<file path="config.mk">
export PLATFORM = sky130hd
export DESIGN_NAME = fp_minmax_unit
export DESIGN_NICKNAME = d
export VERILOG_FILES = /design/src/rtl/fmm_pkg.sv /design/src/rtl/fmm_classify.sv /design/src/rtl/fmm_decide.sv /design/src/rtl/fp_minmax_unit.sv
export SDC_FILE = /design/constraint.sdc
export NUM_CORES = 1
export LEC_CHECK = 0
export BUFFER_PORTS_ARGS = -buffer_cell sky130_fd_sc_hd__buf_2
export CORE_MARGIN = 5
export CORE_UTILIZATION = 44
export CTS_CLUSTER_DIAMETER = 100
export DETAILED_ROUTE_END_ITERATION = 6
export PLACE_DENSITY = 0.81
export SYNTH_ARGS = -nofsm -noshare
export SYNTH_HDL_FRONTEND = slang
export SYNTH_HIERARCHICAL = 1
export SYNTH_SLANG_ARGS = --single-unit
export TNS_END_PERCENT = 50
</file>
<file path="constraint.sdc">
create_clock -name clk -period 4.45 [get_ports clk]
set_input_delay 0.89 -clock clk [delete_from_list [all_inputs] [get_ports clk]]
set_output_delay 0.89 -clock clk [all_outputs]
set_load 0.01 [all_outputs]
</file>
<file path="src/rtl/fmm_pkg.sv">
package fmm_pkg;
    localparam int WORD_W    = 64;
    localparam int DP_EXP_W  = 11;
    localparam int DP_FRAC_W = 52;
    localparam int SP_EXP_W  = 8;
    localparam int SP_FRAC_W = 23;

    typedef enum logic [2:0] {
        CLS_ZERO, CLS_DENORM, CLS_NORMAL, CLS_INF, CLS_QNAN, CLS_SNAN
    } fmm_class_e;

    typedef enum logic [1:0] {
        ST_NONE     = 2'd0,
        ST_BAD_SNAN = 2'd1,
        ST_BAD_INF  = 2'd2
    } fmm_status_e;

    typedef enum logic [2:0] {
        SRC_LEFT, SRC_RIGHT, SRC_LEFT_QUIET, SRC_RIGHT_QUIET, SRC_DEFNAN
    } fmm_src_e;

    typedef enum logic {
        OUT_EMPTY = 1'b0,
        OUT_FULL  = 1'b1
    } fmm_out_state_e;

    // operand widened to double-precision field widths
    typedef struct packed {
        logic                 sign;
        logic [DP_EXP_W-1:0]  exp;
        logic [DP_FRAC_W-1:0] frac;
        fmm_class_e           cls;
    } fmm_opnd_t;
endpackage

</file>
<file path="src/rtl/fmm_classify.sv">
module fmm_classify
    import fmm_pkg::*;
#(
    parameter int WORD_W_P    = WORD_W,
    parameter int DP_EXP_W_P  = DP_EXP_W,
    parameter int DP_FRAC_W_P = DP_FRAC_W,
    parameter int SP_EXP_W_P  = SP_EXP_W,
    parameter int SP_FRAC_W_P = SP_FRAC_W
) (
    input  logic [WORD_W_P-1:0] word,
    input  logic                dbl,
    output fmm_opnd_t           opnd,
    output logic [WORD_W_P-1:0] clean,
    output logic [WORD_W_P-1:0] quieted
);
    localparam int SP_WORD_W = 1 + SP_EXP_W_P + SP_FRAC_W_P;
    localparam int HI_W      = WORD_W_P - SP_WORD_W;
    localparam int EXP_PAD   = DP_EXP_W_P - SP_EXP_W_P;
    localparam int FRAC_PAD  = DP_FRAC_W_P - SP_FRAC_W_P;

    logic                   sign_w;
    logic [DP_EXP_W_P-1:0]  exp_w;
    logic [DP_FRAC_W_P-1:0] frac_w;
    logic                   exp_all_ones;
    logic [WORD_W_P-1:0]    qmask;
    fmm_class_e             cls_w;

    always_comb begin
        if (dbl) begin
            sign_w       = word[WORD_W_P-1];
            exp_w        = word[WORD_W_P-2 -: DP_EXP_W_P];
            frac_w       = word[DP_FRAC_W_P-1:0];
            exp_all_ones = &word[WORD_W_P-2 -: DP_EXP_W_P];
            clean        = word;
            qmask        = WORD_W_P'(1) << (DP_FRAC_W_P - 1);
        end else begin
            sign_w       = word[SP_WORD_W-1];
            exp_w        = {{EXP_PAD{1'b0}}, word[SP_WORD_W-2 -: SP_EXP_W_P]};
            frac_w       = {word[SP_FRAC_W_P-1:0], {FRAC_PAD{1'b0}}};
            exp_all_ones = &word[SP_WORD_W-2 -: SP_EXP_W_P];
            clean        = {{HI_W{1'b0}}, word[SP_WORD_W-1:0]};
            qmask        = WORD_W_P'(1) << (SP_FRAC_W_P - 1);
        end
    end

    always_comb begin
        if (exp_all_ones) begin
            if (frac_w == '0)                 cls_w = CLS_INF;
            else if (frac_w[DP_FRAC_W_P-1])   cls_w = CLS_QNAN;
            else                              cls_w = CLS_SNAN;
        end else if (exp_w == '0) begin
            cls_w = (frac_w == '0) ? CLS_ZERO : CLS_DENORM;
        end else begin
            cls_w = CLS_NORMAL;
        end
    end

    assign opnd    = '{sign: sign_w, exp: exp_w, frac: frac_w, cls: cls_w};
    assign quieted = clean | qmask;
endmodule

</file>
<file path="src/rtl/fmm_decide.sv">
module fmm_decide
    import fmm_pkg::*;
(
    input  fmm_opnd_t   lhs,
    input  fmm_opnd_t   rhs,
    input  logic        op_max,
    output fmm_src_e    src,
    output fmm_status_e status
);
    logic mag_l_gt;
    logic left_is_max;

    assign mag_l_gt = {lhs.exp, lhs.frac} > {rhs.exp, rhs.frac};

    always_comb begin
        src         = SRC_LEFT;
        status      = ST_NONE;
        left_is_max = 1'b0;
        if (lhs.cls == CLS_SNAN) begin
            src    = SRC_LEFT_QUIET;
            status = ST_BAD_SNAN;
        end else if (rhs.cls == CLS_SNAN) begin
            src    = SRC_RIGHT_QUIET;
            status = ST_BAD_SNAN;
        end else if (lhs.cls == CLS_QNAN) begin
            src = SRC_LEFT;
        end else if (rhs.cls == CLS_QNAN) begin
            src = SRC_RIGHT;
        end else if (lhs.cls == CLS_INF && rhs.cls == CLS_INF
                     && lhs.sign == rhs.sign) begin
            src    = SRC_DEFNAN;
            status = ST_BAD_INF;
        end else begin
            if (lhs.cls == CLS_INF)          left_is_max = !lhs.sign;
            else if (rhs.cls == CLS_INF)     left_is_max = rhs.sign;
            else if (lhs.sign != rhs.sign)   left_is_max = !lhs.sign;
            else if (mag_l_gt)               left_is_max = !lhs.sign;
            else                             left_is_max = lhs.sign;
            src = (op_max == left_is_max) ? SRC_LEFT : SRC_RIGHT;
        end
    end
endmodule

</file>
<file path="src/rtl/fp_minmax_unit.sv">
module fp_minmax_unit
    import fmm_pkg::*;
#(
    parameter int WORD_W_P    = WORD_W,
    parameter int DP_EXP_W_P  = DP_EXP_W,
    parameter int DP_FRAC_W_P = DP_FRAC_W,
    parameter int SP_EXP_W_P  = SP_EXP_W,
    parameter int SP_FRAC_W_P = SP_FRAC_W
) (
    input  logic                clk,
    input  logic                rst_n,
    input  logic                req_valid,
    input  logic                is_double,
    input  logic                want_max,
    input  logic [WORD_W_P-1:0] opnd_l,
    input  logic [WORD_W_P-1:0] opnd_r,
    output logic                res_valid,
    output logic [WORD_W_P-1:0] res_value,
    output logic [1:0]          res_status
);
    localparam int SP_WORD_W = 1 + SP_EXP_W_P + SP_FRAC_W_P;
    localparam int HI_W      = WORD_W_P - SP_WORD_W;
    localparam int N_OPND    = 2;
    localparam logic [WORD_W_P-1:0] DQNAN_DP =
        {1'b0, {DP_EXP_W_P{1'b1}}, 1'b1, {(DP_FRAC_W_P-1){1'b0}}};
    localparam logic [WORD_W_P-1:0] DQNAN_SP =
        {{HI_W{1'b0}}, 1'b0, {SP_EXP_W_P{1'b1}}, 1'b1, {(SP_FRAC_W_P-1){1'b0}}};

    logic [WORD_W_P-1:0] words   [N_OPND];
    logic [WORD_W_P-1:0] cleans  [N_OPND];
    logic [WORD_W_P-1:0] quiets  [N_OPND];
    fmm_opnd_t           opnds   [N_OPND];

    assign words[0] = opnd_l;
    assign words[1] = opnd_r;

    for (genvar g = 0; g < N_OPND; g++) begin : g_cls
        fmm_classify #(
            .WORD_W_P(WORD_W_P), .DP_EXP_W_P(DP_EXP_W_P), .DP_FRAC_W_P(DP_FRAC_W_P),
            .SP_EXP_W_P(SP_EXP_W_P), .SP_FRAC_W_P(SP_FRAC_W_P)
        ) u_cls (
            .word(words[g]), .dbl(is_double), .opnd(opnds[g]),
            .clean(cleans[g]), .quieted(quiets[g])
        );
    end

    fmm_src_e    src;
    fmm_status_e status_d;

    fmm_decide u_decide (
        .lhs(opnds[0]), .rhs(opnds[1]), .op_max(want_max),
        .src(src), .status(status_d)
    );

    logic [WORD_W_P-1:0] value_d;
    always_comb begin
        unique case (src)
            SRC_LEFT:        value_d = cleans[0];
            SRC_RIGHT:       value_d = cleans[1];
            SRC_LEFT_QUIET:  value_d = quiets[0];
            SRC_RIGHT_QUIET: value_d = quiets[1];
            SRC_DEFNAN:      value_d = is_double ? DQNAN_DP : DQNAN_SP;
            default:         value_d = '0;
        endcase
    end

    // output stage state machine
    fmm_out_state_e state_q, state_d;

    always_comb begin
        unique case (state_q)
            OUT_EMPTY: state_d = req_valid ? OUT_FULL : OUT_EMPTY;
            OUT_FULL:  state_d = req_valid ? OUT_FULL : OUT_EMPTY;
            default:   state_d = OUT_EMPTY;
        endcase
    end

    always_ff @(posedge clk) begin
        if (!rst_n) state_q <= OUT_EMPTY;
        else        state_q <= state_d;
    end

    always_ff @(posedge clk) begin
        if (!rst_n) begin
            res_value  <= '0;
            res_status <= ST_NONE;
        end else if (req_valid) begin
            res_value  <= value_d;
            res_status <= status_d;
        end
    end

    assign res_valid = (state_q == OUT_FULL);


    valid_follow_chk: assert property (@(posedge clk) disable iff (!rst_n)
        req_valid |=> res_valid);

    valid_drop_chk: assert property (@(posedge clk) disable iff (!rst_n)
        !req_valid |=> !res_valid);

    inf_nan_chk: assert property (@(posedge clk) disable iff (!rst_n)
        (res_valid && res_status == ST_BAD_INF) |->
        (res_value == ($past(is_double) ? DQNAN_DP : DQNAN_SP)));

    snan_quiet_chk: assert property (@(posedge clk) disable iff (!rst_n)
        (res_valid && res_status == ST_BAD_SNAN) |->
        ($past(is_double) ? (res_value[DP_FRAC_W_P-1] && (&res_value[WORD_W_P-2 -: DP_EXP_W_P]))
                          : (res_value[SP_FRAC_W_P-1] && (&res_value[SP_WORD_W-2 -: SP_EXP_W_P]))));

    sp_upper_zero_chk: assert property (@(posedge clk) disable iff (!rst_n)
        (res_valid && !$past(is_double)) |-> (res_value[WORD_W_P-1:SP_WORD_W] == '0));

    pick_operand_chk: assert property (@(posedge clk) disable iff (!rst_n)
        (res_valid && res_status == ST_NONE) |->
        ($past(is_double)
            ? (res_value == $past(opnd_l) || res_value == $past(opnd_r))
            : (res_value[SP_WORD_W-1:0] == $past(opnd_l[SP_WORD_W-1:0]) ||
               res_value[SP_WORD_W-1:0] == $past(opnd_r[SP_WORD_W-1:0]))));

    status_code_chk: assert property (@(posedge clk) disable iff (!rst_n)
        res_valid |-> (res_status != 2'd3));
endmodule

</file>
# Word-level counts from Yosys, hierarchy flattened
# Index checks and enable logic that the tools add are counted.
[classes] n_eq_ne=13 mux=44 reduce_logical=12 bitwise_logic=2 n_lt_le_gt_ge=1
[op_table] cell="64-bit case mux with 5 select lines" n=1
[op_table] cell="52-bit two-way mux" n=3
[op_table] cell="64-bit two-way mux" n=2
[op_table] cell="52-bit logical NOT" n=2
[op_table] cell="64-bit by 52-bit OR with 64-bit output" n=1
[op_table] cell="64-bit OR" n=1
[op_table] cell="63-bit > comparator" n=1
[op_table] cell="63-bit two-way mux" n=1
[op_table] cell="3-bit two-way mux" n=11
[op_table] cell="11-bit logical NOT" n=2
[op_table] cell="11-bit two-way mux" n=2
[op_table] cell="11-bit AND reduction" n=2
[op_table] cell="1-bit two-way mux" n=19
[op_table] cell="8-bit AND reduction" n=2
[op_table] cell="3-bit == test (second input constant)" n=5
[op_table] cell="3-bit by 2-bit == test with 1-bit output (second input constant)" n=4
[op_table] cell="2-bit two-way mux" n=5
[op_table] cell="3-bit by 1-bit == test with 1-bit output (second input constant)" n=1
[op_table] cell="3-bit logical NOT" n=1
[op_table] cell="1-bit == test" n=2
[op_table] cell="1-bit logical AND" n=2
[op_table] cell="1-bit logical NOT" n=1
[op_table] cell="1-bit != test" n=1
[totals] out_inout_bits=67 input_bits=133 ff_bits=67 word_cells=75

# Logic depth before layout (Yosys ltp)
# Gate-level depths: netlist (run 1).
[depth] ltp_word=22 depth_mapped=23 ltp_nobuf=17

# Hierarchy
# Netlist (run 1), hierarchy kept.
[by_module_without_submodules] module="fp_minmax_unit" area_each_um2=4516.8 seq_area_each_um2=1341.3 n_inst=1 cells_per_inst=519
[by_module_without_submodules] module="fmm_classify" area_each_um2=1818.0 seq_area_each_um2=0.0 n_inst=2 cells_per_inst=242
[by_module_without_submodules] module="fmm_decide" area_each_um2=1727.9 seq_area_each_um2=0.0 n_inst=1 cells_per_inst=247

# Worst setup path after synthesis (run 1)
# OpenSTA, ideal clock, no wires.
[synth_path] path_type="input to register" startpoint="input port is_double" endpoint="register res_value[0]" path_buffers=7 required_ns=4.391 setup_ns=0.059 path_slack_ns=-0.159 arrival_ns=4.551 cell_stages=20 path_cell_list="buf_6 buf_8 buf_2 buf_2 mux2_2 ha_1 nand4_1 or4_4 nor4_4 nand2_1 a21oi_1 a41oi_1 a211o_1 and3_1 buf_6 or2_1 buf_6 buf_6 o22ai_1 a22o_1"
[synth_lines] item="from (decl)" line_no="fp_minmax_unit.sv:13" source="input logic is_double,"
[synth_lines] item="to (signal assigned)" line_no="fp_minmax_unit.sv:88" source="res_value <= value_d;"
[synth_lines] item="to (decl)" line_no="fp_minmax_unit.sv:18" source="output logic [WORD_W_P-1:0] res_value,"

==> results of run 1 <==
==> layer usage <==
layer	up-vias	wire length (um)
met2	467	14300
met1	4170	13600
li1	4227	-
met3	102	2840
met5	-	0
met4	0	1380
==> state kept, by name (all words and copies together) (netlist names) <==
name,cells
res_value,64
res_status,2
res_valid,1
==> cell usage after synthesis (4+ instances only) <==
cell / n
sky130_fd_sc_hd__dfxtp_1: 67
sky130_fd_sc_hd__or4_1: 4
sky130_fd_sc_hd__mux2i_1: 95
sky130_fd_sc_hd__a22o_1: 42
sky130_fd_sc_hd__and2_1: 125
sky130_fd_sc_hd__nand2_1: 23
sky130_fd_sc_hd__a211oi_1: 4
sky130_fd_sc_hd__buf_6: 15
sky130_fd_sc_hd__ha_1: 63
sky130_fd_sc_hd__o21ai_1: 6
sky130_fd_sc_hd__nand3_1: 9
sky130_fd_sc_hd__nor4_1: 21
sky130_fd_sc_hd__nand4_1: 24
sky130_fd_sc_hd__mux2_4: 4
sky130_fd_sc_hd__o21ai_0: 65
sky130_fd_sc_hd__o22ai_1: 43
sky130_fd_sc_hd__mux2_2: 70
sky130_fd_sc_hd__nor3_1: 11
sky130_fd_sc_hd__buf_2: 24
sky130_fd_sc_hd__nand2b_1: 29
sky130_fd_sc_hd__nor2_1: 32
sky130_fd_sc_hd__inv_1: 83
sky130_fd_sc_hd__clkbuf_1: 24
sky130_fd_sc_hd__nor2b_1: 28
sky130_fd_sc_hd__buf_4: 207
sky130_fd_sc_hd__a21oi_1: 78
==> power groups by stage <==
stage	registers [mW]	clock network (mW)	logic, mW
2_1_floorplan	0.706	0	0.684
3_3_place_gp	0.687	0	0.937
3_5_place_dp	0.687	0	0.957
4_1_cts	0.675	0.905	0.964
5_1_grt	0.679	0.926	1.07
6_report	0.675	0.894	0.998
==> kinds of logic after synthesis <==
| family | after synthesis | synth area share, % |
|---|---|---|
| buf+inv | 358 | 23.2 |
| compound gates | 262 | 16.7 |
| flops | 67 | 13.6 |
| simple gates | 329 | 20.1 |
| xor+xnor | 1 | 0.0887 |
| mux | 170 | 18.4 |
| fa+ha+maj | 63 | 7.98 |
==> through the flow <==
step / TNS, ns / instances / hold slack (ns)
final: 0 / 1550 / 0.474
after global routing: 0 / 1550 / 0.485
after CTS: 0 / 1546 / 0.476
after detailed placement: -12.49 / 1530 / 0.462
after global placement: -5.37 / 1530 / 0.457
after floorplan: 0 / 1250 / 0.511
==> worst max path at each step <==
stage	slack, ns	endpoint	depth (start not counted)	start
after floorplan	0.001	res_value[0]	21	is_double
after global routing	0.007	res_value[27]	19	is_double
after detailed placement	-0.28	res_value[27]	17	is_double
after CTS	0.06	res_value[25]	17	is_double
final	0.12	res_value[27]	15	is_double
after global placement	-0.14	res_value[51]	15	is_double
==> cell type report <==
class / count / area, sq um
fillers: 2097 / 11500
well taps: 280 / 350
diodes: 2 / 5.00
multi-input cells: 825 / 6310
clock inverters: 5 / 108
inverters: 83 / 312
repair buffers: 277 / 1750
flip-flops and latches: 67 / 1340
clock buffers: 11 / 253
==> metrics.txt, run 1 <==
# TYPE chip_impl_metric gauge
chip_impl_metric{name="floorplan.die_area",unit="sq um"} 25600
chip_impl_metric{name="synth.avg_cell_area",unit="sq um"} 7.90
chip_impl_info{name="most_used_dff_post_synth",value="sky130_fd_sc_hd__dfxtp_1"} 1
chip_impl_metric{name="grt_max_degree",unit=""} 53
chip_impl_metric{name="number_of_buffer_and_inverter_instances_along_the_worst_setup_path",unit=""} 3
chip_impl_metric{name="synthDistinctLibCells",unit=""} 50
chip_impl_info{name="crit-reg2reg-capture",value="res_value[30]"} 1
chip_impl_metric{name="pin_count",unit=""} 200
chip_impl_metric{name="wl_per_cell",unit="um"} 20.8
chip_impl_metric{name="routabilityCongestion",unit=""} 1.02
chip_impl_metric{name="placed_cell_area",unit="sq um"} 9980
chip_impl_info{name="cts_tree",value="built"} 1
chip_impl_metric{name="dr.first_iter.drc_count",unit=""} 1001
chip_impl_metric{name="synthesis.nets",unit=""} 1446
chip_impl_metric{name="slew_viol_final",unit=""} 0
chip_impl_info{name="most_common_cell_after_layout_fill_and_taps_aside",value="sky130_fd_sc_hd__buf_2"} 1
chip_impl_metric{name="syn2layout_area_growth",unit="%"} 5.53
chip_impl_metric{name="firstDrtPassIters",unit=""} 5
chip_impl_metric{name="timing.max_cap.violations",unit=""} 0
chip_impl_metric{name="post-dp-hpwl",unit="um"} 24900
chip_impl_metric{name="period_needed",unit="ns"} 4.33
chip_impl_info{name="rsz0062_at_grt",value="false"} 1
chip_impl_metric{name="r2r.worst_path.cells",unit=""} 3
chip_impl_metric{name="power.clock.fraction",unit="%"} 34.8
chip_impl_metric{name="fp.dieW",unit="um"} 160
chip_impl_metric{name="placement.io_buffers",unit=""} 199
chip_impl_metric{name="yosys_warnings",unit=""} 6
chip_impl_metric{name="tritoncts.num_buffers",unit=""} 9
chip_impl_info{name="worst_path_max_delay_cell",value="sky130_fd_sc_hd__or4_4"} 1
chip_impl_metric{name="grt_util_all_layers",unit="%"} 23.7
chip_impl_info{name="outcome",value="completed"} 1
chip_impl_info{name="synthDominantAreaCellType",value="sky130_fd_sc_hd__buf_4"} 1
chip_impl_info{name="path_common_cell",value="sky130_fd_sc_hd__a21oi_1"} 1
chip_impl_metric{name="globalRoute.totalOverflow",unit=""} 0
chip_impl_metric{name="route.final.wire_length",unit="um"} 32200
chip_impl_info{name="critical-path-top-delay-family",value="simple AND/OR/NAND/NOR gates"} 1
chip_impl_metric{name="post-route-period-util",unit="%"} 97.2
chip_impl_metric{name="synth_async_sr_flop_share",unit="%"} 0
chip_impl_info{name="cts_root_buffer",value="sky130_fd_sc_hd__clkbuf_16"} 1
chip_impl_metric{name="fmax",unit="MHz"} 231
chip_impl_metric{name="cts_sinks",unit=""} 67
chip_impl_metric{name="postRouteAntennaNets",unit=""} 0
chip_impl_metric{name="drc_errors",unit=""} 0
chip_impl_metric{name="timing_worst_slew_pin_value",unit="ns"} 0.662
chip_impl_info{name="crit_path_cell_trace",value="buf_6 > buf_12 > mux2_2 > ha_1 > nand4_1 > or4_4 > nor4_4 > a21oi_1 > a41oi_2 > a211o_1 > and3_1 > buf_6 > mux2_2 > a21oi_1 > a21oi_1"} 1
chip_impl_metric{name="clk_latency",unit="ns"} 0.34
chip_impl_metric{name="max_stage_delay",unit="ns"} 0.50
chip_impl_metric{name="cts_resized",unit=""} 0
chip_impl_info{name="timing_worst_setup_path_type",value="input port to register"} 1
chip_impl_metric{name="count_of_flip_flops_with_a_built_in_enable_after_synthesis",unit=""} 0
chip_impl_metric{name="power_leakage",unit="nW"} 4.52
chip_impl_metric{name="synthDominantCellAreaShare",unit="%"} 15.7
chip_impl_metric{name="viasPerCell",unit=""} 5.78
chip_impl_info{name="worst_setup_path_start_kind",value="input port"} 1
chip_impl_metric{name="deepest_clock_path_buffer_count",unit=""} 2
chip_impl_metric{name="p_int",unit="mW"} 1.68
chip_impl_metric{name="grt_util_met3",unit="%"} 4.72
chip_impl_metric{name="synthesis.instances",unit=""} 1250
chip_impl_metric{name="use_met2",unit="%"} 37.9
chip_impl_metric{name="synth.yosys.seq_area_share",unit="%"} 13.6
chip_impl_metric{name="initial_utilization",unit="%"} 45.0
chip_impl_metric{name="crit_required",unit="ns"} 4.68
chip_impl_metric{name="final_nets",unit=""} 1459
chip_impl_metric{name="arrival",unit="ns"} 4.56
chip_impl_metric{name="power_density",unit="nW/um^2"} 246
chip_impl_info{name="hp_start",value="res_value[33]"} 1
chip_impl_metric{name="row_count",unit=""} 54
chip_impl_info{name="synth_top_cells_by_area",value="sky130_fd_sc_hd__buf_4, sky130_fd_sc_hd__dfxtp_1, sky130_fd_sc_hd__mux2i_1, sky130_fd_sc_hd__ha_1, sky130_fd_sc_hd__mux2_2"} 1
chip_impl_info{name="r2r_start",value="res_value[30]"} 1
chip_impl_metric{name="crit_fanout",unit=""} 22
chip_impl_info{name="gr-max-usage-layer",value="met2"} 1
chip_impl_metric{name="grt_pass1_vias",unit=""} 8698
chip_impl_metric{name="layout-drive-gt1-share",unit="%"} 30.7
chip_impl_metric{name="worst-r2r-setup-slack",unit="ns"} 3.48
chip_impl_metric{name="setup_viol",unit=""} 0
chip_impl_metric{name="dieHeight",unit="um"} 160
chip_impl_metric{name="antenna_violations_before_repair",unit=""} 2
chip_impl_metric{name="ir_drop_worst_case_vdd",unit="V"} 0.000184
chip_impl_metric{name="max_slew_margin",unit="%"} 55.7
chip_impl_metric{name="finalHoldViolations",unit=""} 0
chip_impl_metric{name="final_cell_area",unit="sq um"} 10400
chip_impl_metric{name="seq_power_share",unit="%"} 26.3
chip_impl_metric{name="cts_hold_repair_buffers",unit=""} 0
chip_impl_metric{name="layout_setup_ws",unit="ns"} 0.124
chip_impl_metric{name="grtUsageMet1",unit="%"} 31.0
chip_impl_info{name="mostFrequentLayoutCells",value="sky130_fd_sc_hd__buf_2, sky130_fd_sc_hd__and2_1, sky130_fd_sc_hd__mux2i_1"} 1
chip_impl_info{name="end_kind",value="register"} 1
chip_impl_info{name="hp-class",value="register to register"} 1
chip_impl_metric{name="hold-path-cell-count",unit=""} 1
chip_impl_metric{name="switching_share",unit="%"} 34.6
chip_impl_metric{name="combinationalPowerShare",unit="%"} 38.9
chip_impl_metric{name="power_after_layout",unit="mW"} 2.57
chip_impl_metric{name="final_core_util",unit="%"} 47.5
chip_impl_metric{name="htree_num_levels",unit=""} 3
chip_impl_metric{name="syn-cell-area",unit="sq um"} 9880
chip_impl_metric{name="detailedPlace.worstSlack",unit="ns"} -0.282
chip_impl_metric{name="clock-skew-final",unit="ns"} 0
chip_impl_info{name="hold_path_end",value="res_value[33]"} 1
chip_impl_metric{name="ys_ff_latch",unit=""} 67
chip_impl_metric{name="core-area",unit="sq um"} 22000
chip_impl_metric{name="netSwitchingPower",unit="uW"} 887
chip_impl_metric{name="vias",unit=""} 8966
chip_impl_metric{name="cts.reportedPaths.clkPinSlew",unit="ns"} 0.06
chip_impl_metric{name="grt_pass1_wl",unit="um"} 48900
chip_impl_metric{name="post_cts.repair.setup_buffers",unit=""} 0
(Power assumes the default switching activity.)
==> run 2: changes to the inputs <==
--- a/config.mk
+++ b/config.mk
@@ -9,8 +9,9 @@
 export CORE_MARGIN = 5
 export CORE_UTILIZATION = 44
 export CTS_CLUSTER_DIAMETER = 100
+export CTS_CLUSTER_SIZE = 12
 export DETAILED_ROUTE_END_ITERATION = 6
-export PLACE_DENSITY = 0.81
+export PLACE_DENSITY = 0.78
 export SYNTH_ARGS = -nofsm -noshare
 export SYNTH_HDL_FRONTEND = slang
 export SYNTH_HIERARCHICAL = 1
==> constraint.sdc (replaced) <==
create_clock -name clk -period 4.1 [get_ports clk]
set_input_delay 0.205 -clock clk [delete_from_list [all_inputs] [get_ports clk]]
set_output_delay 0.205 -clock clk [all_outputs]
set_load 0.01 [all_outputs]
==> run 2 against run 1 <==
  * Global-route usage decreased by 1.3 points
  * Core utilization decreased by 2.2 points
  * Worst hold slack got worse by 0.13 ns
  * Setup slack improved by 0.13 ns
  * Sequential cell count unchanged
  * Total power decreased by 0.35%
  * Non-clock buffer count decreased by 44
  * Largest cell class unchanged
  * Routed wire length decreased by 6.2%
  * Largest power group unchanged
  * Sequential power increased by 8.4%
  * Clock skew unchanged
  * Register-to-register slack got worse by 0.31 ns
  * Via count decreased by 4.6%
==> metrics.txt, run 2 (same netlist as run 1, synthesis figures left out) <==
# TYPE chip_impl_metric gauge
chip_impl_metric{name="routabilityCongestion",unit=""} 1.07
chip_impl_metric{name="cts_hold_repair_buffers",unit=""} 0
chip_impl_info{name="cp-endpoint",value="res_value[53]"} 1
chip_impl_metric{name="tritoncts.num_buffers",unit=""} 9
chip_impl_metric{name="floorplan.die_area",unit="sq um"} 25600
chip_impl_metric{name="detailedPlace.worstSlack",unit="ns"} -0.0290
chip_impl_metric{name="timing.max_cap.violations",unit=""} 0
chip_impl_metric{name="seq_power_share",unit="%"} 28.6
chip_impl_metric{name="clk_latency",unit="ns"} 0.34
chip_impl_metric{name="pin_count",unit=""} 200
chip_impl_metric{name="final.fill_count",unit=""} 2161
chip_impl_metric{name="slew_viol_final",unit=""} 0
chip_impl_info{name="hp_start",value="opnd_l[29]"} 1
chip_impl_metric{name="combinationalPowerShare",unit="%"} 39.1
chip_impl_metric{name="finalHoldViolations",unit=""} 0
chip_impl_metric{name="arrival",unit="ns"} 4.13
chip_impl_metric{name="initial_utilization",unit="%"} 45.0
chip_impl_metric{name="drc_errors",unit=""} 0
chip_impl_info{name="crit-reg2reg-capture",value="res_value[25]"} 1
chip_impl_metric{name="antenna_violations_before_repair",unit=""} 3
chip_impl_metric{name="dieHeight",unit="um"} 160
chip_impl_metric{name="postRouteAntennaNets",unit=""} 0
chip_impl_metric{name="grt_max_degree",unit=""} 56
chip_impl_metric{name="fmax",unit="MHz"} 260
chip_impl_metric{name="row_count",unit=""} 54
chip_impl_metric{name="grt_util_all_layers",unit="%"} 22.4
chip_impl_metric{name="final_cell_area",unit="sq um"} 9940
chip_impl_metric{name="setup_viol",unit=""} 0
chip_impl_info{name="outcome",value="completed"} 1
chip_impl_metric{name="ir_drop_worst_case_vdd",unit="V"} 0.000198
chip_impl_metric{name="cts_sinks",unit=""} 67
chip_impl_metric{name="tns",unit="ns"} 0
chip_impl_info{name="worst_setup_path_start_kind",value="input port"} 1
chip_impl_metric{name="largest_reg_flops",unit=""} 64
chip_impl_metric{name="max_slew_margin",unit="%"} 61.4
chip_impl_info{name="mostFrequentLayoutCells",value="sky130_fd_sc_hd__buf_2, sky130_fd_sc_hd__and2_1, sky130_fd_sc_hd__mux2i_1"} 1
chip_impl_metric{name="post_cts.repair.setup_buffers",unit=""} 0
chip_impl_info{name="most_common_cell_after_layout_fill_and_taps_aside",value="sky130_fd_sc_hd__buf_2"} 1
chip_impl_metric{name="timing.hold.ws",unit="ns"} 0.345
chip_impl_metric{name="timing_worst_slew_pin_value",unit="ns"} 0.578
chip_impl_info{name="r2r_start",value="res_value[25]"} 1
chip_impl_metric{name="power_density",unit="nW/um^2"} 257
chip_impl_metric{name="cts.reportedPaths.clkPinSlew",unit="ns"} 0.06
chip_impl_metric{name="post-route-period-util",unit="%"} 93.9
chip_impl_metric{name="power_leakage",unit="nW"} 4.24
chip_impl_metric{name="netSwitchingPower",unit="uW"} 939
chip_impl_info{name="hp-class",value="input port to register"} 1
chip_impl_metric{name="period_needed",unit="ns"} 3.85
chip_impl_metric{name="grt_pass1_wl",unit="um"} 46300
chip_impl_info{name="rsz0062_at_grt",value="false"} 1
chip_impl_metric{name="grt_pass1_vias",unit=""} 8290
chip_impl_metric{name="worst-r2r-setup-slack",unit="ns"} 3.17
chip_impl_metric{name="power.clock.fraction",unit="%"} 32.3
chip_impl_metric{name="placement.io_buffers",unit=""} 199
chip_impl_metric{name="route.final.wire_length",unit="um"} 30200
chip_impl_metric{name="firstDrtPassIters",unit=""} 6
chip_impl_metric{name="final_nets",unit=""} 1415
chip_impl_metric{name="crit_required",unit="ns"} 4.38
chip_impl_info{name="top_register",value="res_value"} 1
chip_impl_metric{name="layout_setup_ws",unit="ns"} 0.252
chip_impl_metric{name="hold-path-cell-count",unit=""} 5
chip_impl_metric{name="wl_per_cell",unit="um"} 20.0
chip_impl_metric{name="dr.first_iter.drc_count",unit=""} 863
chip_impl_metric{name="syn2layout_area_growth",unit="%"} 0.621
chip_impl_metric{name="deepest_clock_path_buffer_count",unit=""} 2
chip_impl_metric{name="switching_share",unit="%"} 36.7
chip_impl_metric{name="fp.dieW",unit="um"} 160
chip_impl_info{name="cts_root_buffer",value="sky130_fd_sc_hd__clkbuf_16"} 1
chip_impl_metric{name="layout-drive-gt1-share",unit="%"} 27.7
chip_impl_metric{name="globalRoute.totalOverflow",unit=""} 0
chip_impl_metric{name="p_int",unit="mW"} 1.62
chip_impl_metric{name="post-dp-hpwl",unit="um"} 23800
chip_impl_metric{name="placed_cell_area",unit="sq um"} 9630
chip_impl_metric{name="vias",unit=""} 8556
chip_impl_metric{name="cts_resized",unit=""} 0
chip_impl_info{name="crit_start",value="is_double"} 1
chip_impl_info{name="timing_worst_setup_path_type",value="input port to register"} 1
chip_impl_metric{name="htree_num_levels",unit=""} 3
chip_impl_metric{name="core-area",unit="sq um"} 22000
chip_impl_metric{name="viasPerCell",unit=""} 5.68
chip_impl_metric{name="r2r.worst_path.cells",unit=""} 3
chip_impl_info{name="cts_tree",value="built"} 1
chip_impl_metric{name="crit_fanout",unit=""} 39
chip_impl_info{name="end_kind",value="register"} 1
chip_impl_metric{name="clock-skew-final",unit="ns"} 0
==> run 2: cell types whose count changed in the layout (fill, tap and decap cells not counted), sizes merged, moves of 2 or more <==
cell and change:
buf -42, inv +2, clkbuf -4, bufinv -2
==> run 2: how the worst min path moves through the flow <==
stage	end	slack, ns
after floorplan	res_status[0]	0.33
after detailed placement	res_value[11]	0.46
after CTS	res_value[27]	0.32
after global routing	res_value[24]	0.36
after global placement	res_value[38]	0.46
final	res_value[29]	0.35
==> run 2: per-layer routing <==
metal  vias to the layer above  track usage, %  routed length (um)
met3                        86            4.36                2210
met1                      3918            30.1               13400
li1                       4162               -                   -
met5                         -               0                   0
met4                         0            9.07                1270
met2                       390            35.4               13300
==> run 2: metrics by stage <==
stage | cells | util [%] | power [mW]
floorplan | 1250 | - | 1.50
global placement | 1488 | 43.8 | 1.70
detailed placement | 1488 | 43.8 | 1.72
CTS | 1504 | 45.2 | 2.55
global route | 1507 | 45.3 | 2.69
finish | 1507 | 45.3 | 2.56
==> run 2: worst max-delay path, stage by stage <==
cell	delay, ns
sky130_fd_sc_hd__buf_4	0.16
sky130_fd_sc_hd__buf_12	0.21
sky130_fd_sc_hd__mux2_2	0.36
sky130_fd_sc_hd__ha_1	0.34
sky130_fd_sc_hd__nand4_1	0.11
sky130_fd_sc_hd__or4_4	0.53
sky130_fd_sc_hd__nor4_4	0.28
sky130_fd_sc_hd__a21oi_1	0.10
sky130_fd_sc_hd__a41oi_1	0.35
sky130_fd_sc_hd__a211o_1	0.14
sky130_fd_sc_hd__and3_1	0.27
sky130_fd_sc_hd__buf_4	0.34
sky130_fd_sc_hd__buf_4	0.25
sky130_fd_sc_hd__a21oi_1	0.06
sky130_fd_sc_hd__a211o_1	0.27
sky130_fd_sc_hd__a21oi_1	0.11
==> run 2: area by class of cell <==
class | count | area, sq um | area share, %
clock inverter | 7 | 83.8 | 0.843
timing repair buffer | 233 | 1350 | 13.6
multi-input combinational | 825 | 6270 | 63.1
inverter | 83 | 312 | 3.13
antenna | 3 | 7.51 | 0.0755
clock buffer | 9 | 225 | 2.27
tap | 280 | 350 | 3.52
sequential | 67 | 1340 | 13.5
==> run 2: power groups by stage <==
stage / Combinational, mW / Clock [mW] / Sequential [mW]
finish: 0.999 / 0.827 / 0.732
global route: 1.09 / 0.865 / 0.738
CTS: 0.982 / 0.837 / 0.733
detailed placement: 0.977 / 0 / 0.746
global placement: 0.954 / 0 / 0.747
floorplan: 0.737 / 0 / 0.766
==> run 3: changes to the inputs <==
--- a/config.mk
+++ b/config.mk
@@ -11,7 +11,7 @@
 export CTS_CLUSTER_DIAMETER = 100
 export CTS_CLUSTER_SIZE = 12
 export DETAILED_ROUTE_END_ITERATION = 6
-export PLACE_DENSITY = 0.78
+export PLACE_DENSITY = 0.81
 export SYNTH_ARGS = -nofsm -noshare
 export SYNTH_HDL_FRONTEND = slang
 export SYNTH_HIERARCHICAL = 1
==> constraint.sdc (replaced) <==
create_clock -name clk -period 3.3 [get_ports clk]
set_input_delay 0.165 -clock clk [delete_from_list [all_inputs] [get_ports clk]]
set_output_delay 0.165 -clock clk [all_outputs]
set_load 0.01 [all_outputs]
==> run 3 against run 2 <==
  * The run now ends with negative setup slack left
  * Clock-buffer cell count rose by 1
  * Die area unchanged
  * Core utilization grew 9.0 points
  * First-iteration DRC count grew 24%
  * Critical path depth rose by 2
  * Combinational power grew 68%
  * Largest power group unchanged
==> metrics.txt, run 3 (same netlist as run 1, synthesis figures left out) <==
# TYPE chip_impl_metric gauge
chip_impl_metric{name="ff_latch_area",unit="sq um"} 1340
chip_impl_info{name="cts_root_buffer",value="sky130_fd_sc_hd__clkbuf_16"} 1
chip_impl_info{name="timing_worst_setup_path_type",value="input port to register"} 1
chip_impl_metric{name="power_density",unit="nW/um^2"} 304
chip_impl_metric{name="arrival",unit="ns"} 3.75
chip_impl_metric{name="largest_reg_flops",unit=""} 64
chip_impl_metric{name="row_count",unit=""} 54
chip_impl_metric{name="crit_fanout",unit=""} 16
chip_impl_metric{name="timing.hold.ws",unit="ns"} 0.305
chip_impl_metric{name="firstDrtPassIters",unit=""} 6
chip_impl_metric{name="clock-skew-final",unit="ns"} 0
chip_impl_metric{name="final.fill_count",unit=""} 1898
chip_impl_metric{name="layout_setup_ws",unit="ns"} -0.152
chip_impl_metric{name="drc_errors",unit=""} 0
chip_impl_metric{name="final_cell_count_no_fill",unit=""} 1672
chip_impl_metric{name="tns",unit="ns"} -6.04
chip_impl_metric{name="finalHoldViolations",unit=""} 0
chip_impl_metric{name="deepest_clock_path_buffer_count",unit=""} 2
chip_impl_metric{name="htree_num_levels",unit=""} 3
chip_impl_metric{name="pin_count",unit=""} 200
chip_impl_metric{name="vias",unit=""} 9693
chip_impl_metric{name="antenna_cells_inserted",unit=""} 0
chip_impl_metric{name="grt_max_degree",unit=""} 43
chip_impl_metric{name="cts_sinks",unit=""} 67
chip_impl_info{name="end_kind",value="register"} 1
chip_impl_metric{name="timing.max_cap.violations",unit=""} 0
chip_impl_info{name="violations",value="negative setup slack"} 1
chip_impl_metric{name="ir_drop_worst_case_vdd",unit="V"} 0.000237
chip_impl_info{name="outcome",value="complete, but fails checks"} 1
chip_impl_metric{name="core-area",unit="sq um"} 22000
chip_impl_metric{name="multi_input_area",unit="sq um"} 6690
chip_impl_metric{name="max_slew_margin",unit="%"} 56.7
chip_impl_metric{name="timing_worst_slew_pin_value",unit="ns"} 0.649
chip_impl_metric{name="clk_latency",unit="ns"} 0.35
chip_impl_metric{name="final_nets",unit=""} 1583
chip_impl_metric{name="routabilityCongestion",unit=""} 1.03
chip_impl_info{name="cts_tree",value="built"} 1
chip_impl_metric{name="post-dp-hpwl",unit="um"} 26300
chip_impl_metric{name="viasPerCell",unit=""} 5.80
chip_impl_metric{name="grt_pass1_vias",unit=""} 9262
chip_impl_metric{name="route.final.wire_length",unit="um"} 35800
chip_impl_metric{name="wl_per_cell",unit="um"} 21.4
chip_impl_info{name="rsz0062_at_grt",value="true"} 1
chip_impl_metric{name="floorplan.die_area",unit="sq um"} 25600
chip_impl_metric{name="power_after_layout",unit="mW"} 3.62
chip_impl_metric{name="period_needed",unit="ns"} 3.45
chip_impl_metric{name="post-route-period-util",unit="%"} 105
chip_impl_info{name="top_register",value="res_value"} 1
chip_impl_metric{name="layout-drive-gt1-share",unit="%"} 40.5
chip_impl_metric{name="cts.reportedPaths.clkPinSlew",unit="ns"} 0.06
chip_impl_metric{name="globalRoute.totalOverflow",unit=""} 0
chip_impl_metric{name="syn2layout_area_growth",unit="%"} 20.5
chip_impl_metric{name="grt_pass1_wl",unit="um"} 51700
chip_impl_info{name="most_common_cell_after_layout_fill_and_taps_aside",value="sky130_fd_sc_hd__buf_2"} 1
chip_impl_metric{name="dp.cells",unit=""} 1638
chip_impl_metric{name="initial_utilization",unit="%"} 45.0
chip_impl_metric{name="power_leakage",unit="nW"} 5.28
chip_impl_metric{name="dr.first_iter.drc_count",unit=""} 1074
chip_impl_metric{name="slew_viol_final",unit=""} 0
chip_impl_info{name="hp-class",value="input port to register"} 1
chip_impl_metric{name="postRouteAntennaNets",unit=""} 0
chip_impl_info{name="mostFrequentLayoutCells",value="sky130_fd_sc_hd__buf_2, sky130_fd_sc_hd__buf_4, sky130_fd_sc_hd__and2_1"} 1
chip_impl_metric{name="fp.dieW",unit="um"} 160
chip_impl_metric{name="setup_viol",unit=""} 64
chip_impl_metric{name="tritoncts.num_buffers",unit=""} 9
chip_impl_metric{name="grt_util_all_layers",unit="%"} 25.2
chip_impl_metric{name="crit_required",unit="ns"} 3.60
chip_impl_info{name="worst_setup_path_start_kind",value="input port"} 1
chip_impl_metric{name="antenna_violations_before_repair",unit=""} 1
chip_impl_metric{name="dieHeight",unit="um"} 160
chip_impl_metric{name="placement.io_buffers",unit=""} 199
chip_impl_metric{name="fmax",unit="MHz"} 290
## run 3: cell count changes in the layout (fill, tap and decap cells not counted), sizes merged
| cell | before | now |
|---|---|---|
| buf | 233 | 395 |
| bufbuf | 0 | 1 |
| clkbuf | 9 | 15 |
| clkinvlp | 1 | 2 |
| diode | 3 | 0 |
| inv | 86 | 84 |
## run 3: routing by layer
metal  global-route usage [%]  share of wire, %
met5                        0             0.036
met4                     11.1               4.4
met3                     5.44               9.3
met2                     40.5                45
met1                     32.7                41
## run 3: cell type report
type                    count  area share [%]
clock buffers              10            2.01
clock inverters             6           0.536
inverters                  83            2.62
multi-input cells         825            56.2
flip-flops and latches     67            11.3
well taps                 280            2.94
repair buffers            401            24.5
## run 3: critical path: stages
cell and delay (ns):
sky130_fd_sc_hd__buf_16 0.12, sky130_fd_sc_hd__buf_12 0.12, sky130_fd_sc_hd__buf_4 0.12, sky130_fd_sc_hd__buf_4 0.18, sky130_fd_sc_hd__mux2_2 0.36, sky130_fd_sc_hd__ha_1 0.32, sky130_fd_sc_hd__nand4_1 0.26, sky130_fd_sc_hd__nor4_4 0.37
sky130_fd_sc_hd__nand2_1 0.12, sky130_fd_sc_hd__a21oi_2 0.18, sky130_fd_sc_hd__a41oi_2 0.07, sky130_fd_sc_hd__a211o_1 0.25, sky130_fd_sc_hd__and3_4 0.19, sky130_fd_sc_hd__or2_4 0.26, sky130_fd_sc_hd__buf_12 0.16, sky130_fd_sc_hd__buf_4 0.16
sky130_fd_sc_hd__o22ai_2 0.17, sky130_fd_sc_hd__a22o_1 0.14
## run 3: power breakdown
group | internal, mW | switching, mW
combinational | 0.812 | 0.872
sequential | 0.874 | 0.0368
clock | 0.606 | 0.423
## run 3: worst paths after layout
check | cells after the start | start | endpoint | slack, ns
setup / recovery | 18 | is_double | res_value[6] | -0.15
hold reg to reg | 1 | res_value[21] | res_value[21] | 0.47
hold / removal | 4 | opnd_r[11] | res_value[11] | 0.31
setup reg to reg | 3 | res_value[30] | res_value[30] | 2.38
## run 3: per-stage QoR
stage	utilization [%]	setup WS [ns]	instance area, sq um
after floorplan	-	-0.310	9960
after global placement	49.3	-0.698	10800
final	54.2	-0.152	11900
after detailed placement	49.3	-0.796	10800
after CTS	52.6	-0.0781	11500
after global routing	54.2	-0.250	11900
## run 3: repair_timing
| item | in CTS | in global routing |
|---|---|---|
| buffers inserted | 4 | 5 |
| hold buffers | 0 | 0 |
| pin swaps | 6 | 30 |
| cloned | 4 | 5 |
| setup endpoints to repair | 64 | 64 |
| resized for setup | 51 | 34 |
